**src/rtl/eof_pkg.sv**
```systemverilog
package eof_pkg;
  typedef enum logic [1:0] {
    ST_IDLE = 2'd0,
    ST_HOLD = 2'd1,
    ST_WAIT = 2'd2,
    ST_DONE = 2'd3
  } eof_state_e;
endpackage

```
**src/rtl/eof_downcnt.sv**
```systemverilog
module eof_downcnt #(
  parameter int W = 8
) (
  input  logic         clk,
  input  logic         rst_n,
  input  logic         load,
  input  logic [W-1:0] val,
  input  logic         dec,
  output logic         last
);
  logic [W-1:0] cnt;

  always_ff @(posedge clk or negedge rst_n) begin
    if (!rst_n)                  cnt <= '0;
    else if (load)               cnt <= val;
    else if (dec && cnt != '0)   cnt <= cnt - 1'b1;
  end

  // terminal decrement: this step brings the count to zero
  assign last = dec && (cnt == W'(1));
endmodule

```
**src/rtl/eof_fsm.sv**
```systemverilog
module eof_fsm
  import eof_pkg::*;
(
  input  logic       clk,
  input  logic       rst_n,
  input  logic       master_en,
  input  logic       last_bit,
  input  logic       sck_tick,
  input  logic       ena_ack,
  input  logic       tmo_off,
  input  logic       hold_last,
  input  logic       tmo_last,
  output eof_state_e state,
  output logic       hold_ld,
  output logic       hold_dec,
  output logic       tmo_ld,
  output logic       tmo_dec,
  output logic       expire
);
  eof_state_e nxt;

  always_comb begin
    nxt     = state;
    hold_ld = 1'b0;
    tmo_ld  = 1'b0;
    expire  = 1'b0;
    if (!master_en) begin
      nxt = ST_IDLE;
    end else begin
      case (state)
        ST_IDLE: if (last_bit) begin
          nxt     = ST_HOLD;
          hold_ld = 1'b1;
        end
        ST_HOLD: if (hold_last) begin
          if (tmo_off) nxt = ST_IDLE;
          else begin
            nxt    = ST_WAIT;
            tmo_ld = 1'b1;
          end
        end
        ST_WAIT: begin
          if (ena_ack) nxt = ST_DONE;
          else if (tmo_last) begin
            nxt    = ST_DONE;
            expire = 1'b1;
          end
        end
        default: nxt = ST_IDLE;
      endcase
    end
  end

  assign hold_dec = (state == ST_HOLD);
  assign tmo_dec  = (state == ST_WAIT) && sck_tick;

  always_ff @(posedge clk or negedge rst_n) begin
    if (!rst_n) state <= ST_IDLE;
    else        state <= nxt;
  end
endmodule

```
**src/rtl/eof_flag.sv**
```systemverilog
module eof_flag (
  input  logic clk,
  input  logic rst_n,
  input  logic set,
  input  logic clr,
  output logic flag
);
  always_ff @(posedge clk or negedge rst_n) begin
    if (!rst_n)   flag <= 1'b0;
    else if (set) flag <= 1'b1;
    else if (clr) flag <= 1'b0;
  end
endmodule

```
**src/rtl/spi_eof_timer.sv**
```systemverilog
module spi_eof_timer
  import eof_pkg::*;
#(
  parameter int HOLD_W = 8,
  parameter int TMO_W  = 8
) (
  input  logic              clk,
  input  logic              rst_n,
  input  logic              master_en,
  input  logic              frame_act,
  input  logic              last_bit,
  input  logic              sck_tick,
  input  logic [HOLD_W-1:0] hold_cfg,
  input  logic [TMO_W-1:0]  ena_tmo,
  input  logic              ena_n,
  input  logic              flag_clr,
  output logic              cs_n,
  output logic              busy,
  output logic              desync
);
  localparam int HCNT_W   = HOLD_W + 1;
  localparam int HOLD_MIN = 2;

  eof_state_e         state;
  logic               hold_ld, hold_dec, hold_last;
  logic               tmo_ld, tmo_dec, tmo_last;
  logic               expire;
  logic [HCNT_W-1:0]  hold_val;

  // hold = field + 1, never below the minimum
  assign hold_val = (HCNT_W'(hold_cfg) + HCNT_W'(1) < HCNT_W'(HOLD_MIN))
                    ? HCNT_W'(HOLD_MIN) : HCNT_W'(hold_cfg) + HCNT_W'(1);

  eof_fsm u_fsm (
    .clk       (clk),
    .rst_n     (rst_n),
    .master_en (master_en),
    .last_bit  (last_bit),
    .sck_tick  (sck_tick),
    .ena_ack   (ena_n),
    .tmo_off   (ena_tmo == '0),
    .hold_last (hold_last),
    .tmo_last  (tmo_last),
    .state     (state),
    .hold_ld   (hold_ld),
    .hold_dec  (hold_dec),
    .tmo_ld    (tmo_ld),
    .tmo_dec   (tmo_dec),
    .expire    (expire)
  );

  eof_downcnt #(.W(HCNT_W)) u_hold_cnt (
    .clk   (clk),
    .rst_n (rst_n),
    .load  (hold_ld),
    .val   (hold_val),
    .dec   (hold_dec),
    .last  (hold_last)
  );

  eof_downcnt #(.W(TMO_W)) u_tmo_cnt (
    .clk   (clk),
    .rst_n (rst_n),
    .load  (tmo_ld),
    .val   (ena_tmo),
    .dec   (tmo_dec),
    .last  (tmo_last)
  );

  eof_flag u_flag (
    .clk   (clk),
    .rst_n (rst_n),
    .set   (expire),
    .clr   (flag_clr),
    .flag  (desync)
  );

  assign busy = (state != ST_IDLE);
  assign cs_n = master_en ? !(frame_act || state == ST_HOLD) : !frame_act;
endmodule

```
**config.mk**
```make
export PLATFORM = sky130hd
export DESIGN_NAME = spi_eof_timer
export DESIGN_NICKNAME = d
export VERILOG_FILES = /design/src/rtl/eof_pkg.sv /design/src/rtl/eof_downcnt.sv /design/src/rtl/eof_fsm.sv /design/src/rtl/eof_flag.sv /design/src/rtl/spi_eof_timer.sv
export SDC_FILE = /design/constraint.sdc
export NUM_CORES = 1
export LEC_CHECK = 0
export ABC_AREA = 1
export BUFFER_PORTS_ARGS = -buffer_cell sky130_fd_sc_hd__buf_2
export CORE_MARGIN = 2
export CORE_UTILIZATION = 52
export DETAILED_ROUTE_END_ITERATION = 12
export GPL_TIMING_DRIVEN = 0
export PLACE_DENSITY = 0.88
export SYNTH_ARGS = -nofsm -noshare
export SYNTH_HDL_FRONTEND = slang
export SYNTH_HIERARCHICAL = 1
export SYNTH_SLANG_ARGS = --single-unit
```
**constraint.sdc**
```tcl
create_clock -name clk -period 1.7 [get_ports clk]
set_input_delay 0.17 -clock clk [delete_from_list [all_inputs] [get_ports clk]]
set_output_delay 0.17 -clock clk [all_outputs]
set_load 0.01 [all_outputs]
```
# --- Word-level counts from Yosys, hierarchy flattened ---
# Index checks and enable logic that the tools add are counted.
totals:
  reg_bits: 20
op_classes:
  n_addsub: 3
  magnitude_cmp: 1
  eq_ne: 7
  mux: 26
  n_reduce_logical: 17
op_table:
  columns: ["op", "n"]
  rows:
  - ["9-bit two-way mux", 3]
  - ["8-bit two-way mux", 2]
  - ["1-bit two-way mux", 14]
  - ["2-bit two-way mux", 6]
  - ["8-bit by 1-bit adder with 9-bit output, second input constant", 1]
  - ["9-bit by 1-bit equality test with 1-bit output, second input constant", 1]
  - ["9-bit by 2-bit less-than comparator with 1-bit output, second input constant", 1]
  - ["9-bit nonzero test", 1]
  - ["9-bit by 1-bit subtractor with 9-bit output, second input constant", 1]
  - ["8-bit by 1-bit equality test with 1-bit output, second input constant", 1]
  - ["8-bit logical NOT", 1]
  - ["2-bit nonzero test", 4]
  - ["8-bit nonzero test", 1]
  - ["8-bit by 1-bit subtractor with 8-bit output, second input constant", 1]
  - ["3-bit != test, second input constant", 2]
  - ["2-bit case mux with 3 select lines", 1]
  - ["1-bit logical AND", 5]
  - ["4-bit != test, second input constant", 1]
  - ["3-bit AND reduction", 1]
  - ["2-bit by 1-bit equality test with 1-bit output, second input constant", 1]
  - ["2-bit equality test, second input constant", 1]
  - ["1-bit logical NOT", 2]
  - ["2-bit logical NOT", 1]
  - ["1-bit logical OR", 1]

# --- Longest topological paths before layout ---
logic_depth:
  depth_word: 8
  ltp_mapped: 13
  depth_no_buf: 13

# --- Modules after synthesis ---
# Netlist, hierarchy kept.
modules_own_cells:
  columns: ["module", "instances", "cells_each", "area_each_um2"]
  rows:
  - ["eof_downcnt at u_hold_cnt", 1, 104, 719.4]
  - ["eof_downcnt at u_tmo_cnt", 1, 90, 634.4]
  - ["spi_eof_timer", 1, 60, 291.5]
  - ["eof_fsm", 1, 25, 167.7]
  - ["eof_flag", 1, 5, 40.0]

# --- Worst setup path after synthesis ---
# Ideal clock, no wire load.
synth_path:
  path_kind: "flip-flop to flip-flop"
  startpoint: "register u_hold_cnt.cnt[3]"
  endpoint: "register u_tmo_cnt.cnt[1]"
  setup_ps: 120
  t_arrival_ps: 1603
  t_required_ps: 1580
  setup_slack_ps: -22
  stages_incl_launch_ff: 11
  n_path_buf: 1
  period_less_slack_ps: 1722
  cell_sequence: "dfrtp_1 nor2_4 nand2_2 nor2_4 and3_1 inv_1 nor2_1 dlymetal6s2s_1 o21ai_0 nand2_1 o21ai_2"
synth_between:
  elab_chain_cells: 6
  elab_cells_between_ends: 7
  classes_between: "eq/ne: 1; mux: 4; reduce/logical: 2"
synth_rtl:
  columns: ["item", "line", "rtl"]
  rows:
  - ["from (decl)", "eof_downcnt.sv:11", "logic [W-1:0] cnt;"]
  - ["from (signal assigned)", "eof_downcnt.sv:15", "else if (load) cnt <= val;"]
  - ["from (signal assigned)", "eof_downcnt.sv:16", "else if (dec && cnt != '0) cnt <= cnt - 1'b1;"]
  - ["9-bit by 1-bit equality test with 1-bit output (*)", "eof_downcnt.sv:20", "assign last = dec && (cnt == W'(1));"]
  - ["1-bit logical AND (*)", "eof_downcnt.sv:20", null]
  - ["via hold_last", "spi_eof_timer.sv:25", "logic hold_ld, hold_dec, hold_last;"]
  - ["1-bit two-way mux (*)", "eof_fsm.sv:35", "ST_HOLD: if (hold_last) begin"]
  - ["1-bit two-way mux (*)", "eof_fsm.sv:30", "case (state)"]
  - ["1-bit two-way mux (*)", "eof_fsm.sv:27", "if (!master_en) begin"]
  - ["via tmo_ld", "spi_eof_timer.sv:26", "logic tmo_ld, tmo_dec, tmo_last;"]
  - ["8-bit two-way mux or 2-bit nonzero test (tied branches)", null, null]
  - ["to (signal assigned)", "eof_downcnt.sv:15", null]
  - ["to (signal assigned)", "eof_downcnt.sv:16", null]
  - ["to (decl)", "eof_downcnt.sv:11", null]
# The timed path passes the listed nets; every way through them passes the cells marked *.
# A chain may end at the register's enable or synchronous reset.

# --- Final worst setup path ---
layout_path:
  startpoint: "register u_fsm.state[1]"
  endpoint: "register u_hold_cnt.cnt[4]"
layout_between:
  elab_chain_cells: 4
  elab_cells_between_ends: 7
  classes_between: "eq/ne: 1; mux: 3; reduce/logical: 3"
layout_rtl:
  columns: ["item", "line", "rtl"]
  rows:
  - ["from (decl)", "eof_fsm.sv:13", "output eof_state_e state,"]
  - ["from (signal assigned)", "eof_fsm.sv:59", "else state <= nxt;"]
  - ["2-bit logical NOT (*)", "eof_fsm.sv:30", null]
  - ["1-bit two-way mux (*)", "eof_fsm.sv:30", null]
  - ["1-bit two-way mux (*)", "eof_fsm.sv:27", null]
  - ["via hold_ld", "spi_eof_timer.sv:25", null]
  - ["9-bit two-way mux or 2-bit nonzero test (tied branches)", null, null]
# Marked as above.

==> impl_metrics.yaml <==
status:
  status: "finished, final reports clean"
place:
  place_inst: 356
  portBuffers: 26
  place_hpwl_mm: 3.035
  gp_congestion: 0.8986
  dp_worst_setup_slack_ps: -212.7
clock_tree:
  clock_latency_ps: 310
  cts_buffers: 3
  clockRootBuffer: "clkbuf_4"
  h-tree-depth: 1
  cts_tree: "yes"
  clockBufferDepth: 2
  cts.sinks: 20
  path_clk_slew_ps: 120
final_layout:
  drive_above_1_share_pct: 30.37
  final_net_count: 359
  seq_area_um2: 503.0
  multi_input_area_um2: 1191
  final_core_util_pct: 64.71
  areaGrowthSynthToFinish_pct: 18.37
  fillCellCount: 303
  fin_cells: 372
  diodes: 0
global_route:
  grt_overflow: 0
  gr-usage-all-layers_pct: 21.54
  grtUsageMet3_pct: 3.393
  grtUsageMet2_pct: 39.34
  busiest_layer: "met2"
  antenna_found_initial: 0
  use_met1_pct: 26.33
  first_global_vias: 1774
  grt_max_degree: 21
  grt_pass1_wl_mm: 7.169
synthesis:
  postSynthNetCount: 315
  yosys_warnings: 6
  syn-instance-count: 284
  ys_top_cells_by_area: "dfrtp_1 (27%), nand2_1 (18%), inv_1 (7.7%)"
  synth_area_um2: 1853
  avgSynthCellArea_um2: 6.525
  ys_types: 33
  synth_top_cell_by_area: "dfrtp_1"
  ys_seq_elements: 20
  ys_seq_area_share_pct: 27.01
  synth_top_area_share_pct: 27.01
worst_setup_path:
  startpoint_type: "register"
  crit_path_top_delay_cell: "dfrtp_1"
  critPathLaunch: "u_fsm/state[1]$_DFFE_PN0P_"
  critPathKind: "reg2reg"
  rr_endpoint: "u_hold_cnt/cnt[4]$_DFFE_PN0P_"
  crit_path_end: "u_hold_cnt/cnt[4]$_DFFE_PN0P_"
  critPathRequiredTime_ps: 1890
  r2r_slack_ps: 30
  path_cells: "nor4_2, inv_2, or2_2, nand3_2, nand2_1"
  worstReg2RegStart: "u_fsm/state[1]$_DFFE_PN0P_"
  reg2reg_depth: 5
  cpPeakStageDelay_ps: 490
  cp_max_fo: 10
  setup.worst_path.end_class: "register"
  arrival_ps: 1860
routing:
  ant_nets: 0
  drt-initial-drc-count: 115
  dr.pass1.iters: 5
  routed_wl_mm: 4.066
  vias: 1886
  drcViolationCount: 0
  wl_per_cell_um: 10.93
  via_per_inst: 5.070
floorplanning:
  start_util_pct: 54.67
  io_pins: 27
  die_area_um2: 4057
  die_y_um: 63.70
  fp.dieW_um: 63.70
  core_area_um2: 3390
  rows: 21
sta:
  setup_ws_ps: 26.46
  min_period_ps: 1674
  fin_crit_sh_pct: 98.44
  finalSetupViolations: 0
  hold_viol: 0
  rsz0062_at_grt: "true"
  tightest_slew_ps: 458.9
  finalClockSkew_ps: 18.16
  timing.final.max_slew_violations: 0
  max-slew-margin-rel_pct: 69.41
  max_freq_ghz: 0.5975
power_and_ir_drop:
  max-vdd-ir-drop_v: 0.0008576
  power_density_nw_per_um2: 1061
  p_leak_uw: 0.001148
  power_uw: 2327
run:
  maxCapViolCount: 0
hold_path:
  min-delay-start: "flag_clr"
  hp-class: "in2reg"
[layer usage]
layer	vias up	wire length, um
met2	48	2018
met5	-	0
met4	0	43
met3	6	199
met1	853	1805
li1	979	-
[registers in the layout (all words and copies together), names as in the netlist]
name / flops
u_fsm/state: 2
u_hold_cnt/cnt: 9
u_tmo_cnt/cnt: 8
u_flag/flag: 1
[metrics by stage]
| stage | hold WS, ps | cell area [um2] | setup TNS, ps |
|---|---|---|---|
| after floorplan | -125.6 | 1856 | 0 |
| after global placement | 146.8 | 2043 | -948.9 |
| after detailed placement | 152.7 | 2043 | -1348 |
| after CTS | 80.47 | 2186 | 0 |
| after global routing | 92.16 | 2193 | -392.5 |
| final | 82.34 | 2193 | 0 |
[cell usage after synthesis]
cell type       count
nor4_1              3
dlymetal6s2s_1      1
o21ai_2             9
o21ai_1             1
nand3_1            28
xnor2_1             2
inv_2               3
xor2_1              1
nand2_2            12
nand2_1            88
clkbuf_1            1
nor2_4              4
inv_1              38
nor3_1              2
nand4_1             2
ha_1                7
o21ai_4             1
and3_2              1
nor3b_2             1
a21oi_1             1
buf_6               1
nor2_2              8
clkinv_1            1
dfrtp_1            20
and3_1              1
nand3_2             3
nand2_4             2
nor2_1             27
or2_2               3
a31o_2              1
and2_1              1
nand3b_1            1
o21ai_0             9
[area by class of cell]
cell class | instances | share of cell area (%)
plain buffers | 3 | 1.255
clock buffers | 3 | 1.027
inverters | 42 | 7.188
multi-input cells | 219 | 54.31
flip-flops and latches | 20 | 22.93
well taps | 46 | 2.624
repair buffers | 39 | 10.67
[logic make-up (layout without fill, tap and decap cells)]
| family | after synthesis | count (layout) | synth area share (%) |
|---|---|---|---|
| fa+ha+maj | 7 | 7 | 4.726 |
| buf+inv | 45 | 87 | 9.993 |
| compound gates | 22 | 22 | 8.575 |
| flops | 20 | 20 | 27.01 |
| simple gates | 187 | 187 | 48.28 |
| xor+xnor | 3 | 3 | 1.418 |
[layout by cell type (no fill, tap or decap), types with 5 or more instances in the layout]
master and n:
buf_2 26, nand3_1 28, o21ai_2 9, ha_1 7, inv_2 5, buf_4 11, nand2_1 88, inv_1 36
nor2_4 6, nor2_2 7, dfrtp_1 18, nor2_1 26, o21ai_0 9, nand2_2 12
[where the power goes]
part,total (uW),switching (uW),internal [uW]
combinational,1340,764,572
clock,223,141,82.6
sequential,768,140,628
total,2330,1040,1280
[critical path, delay by kind of cell (launching register included)]
| kind | cells | cell delay [ps] |
|---|---|---|
| and+or+nand+nor | 4 | 890 |
| buffers and inverters | 1 | 180 |
| DFF | 1 | 490 |
[what timing repair did]
action	in CTS	in global routing
endpoints found under the setup margin	15	12
gates resized for setup	8	6
hold endpoints to repair	20	0
setup buffers	11	1
pin swaps	7	2
hold buffers	1	0
[worst min path at each step]
stage	end	slack (ps)	depth (start not counted)
detailed placement	u_tmo_cnt/cnt[5]$_DFFE_PN0P_	150	1
finish	u_flag/flag$_DFFE_PN0P_	80	4
global route	u_tmo_cnt/cnt[5]$_DFFE_PN0P_	90	3
global placement	u_tmo_cnt/cnt[5]$_DFFE_PN0P_	150	1
CTS	u_flag/flag$_DFFE_PN0P_	80	4
floorplan	u_flag/flag$_DFFE_PN0P_	-130	0
No activity file was read; power rests on OpenSTA's default activity.
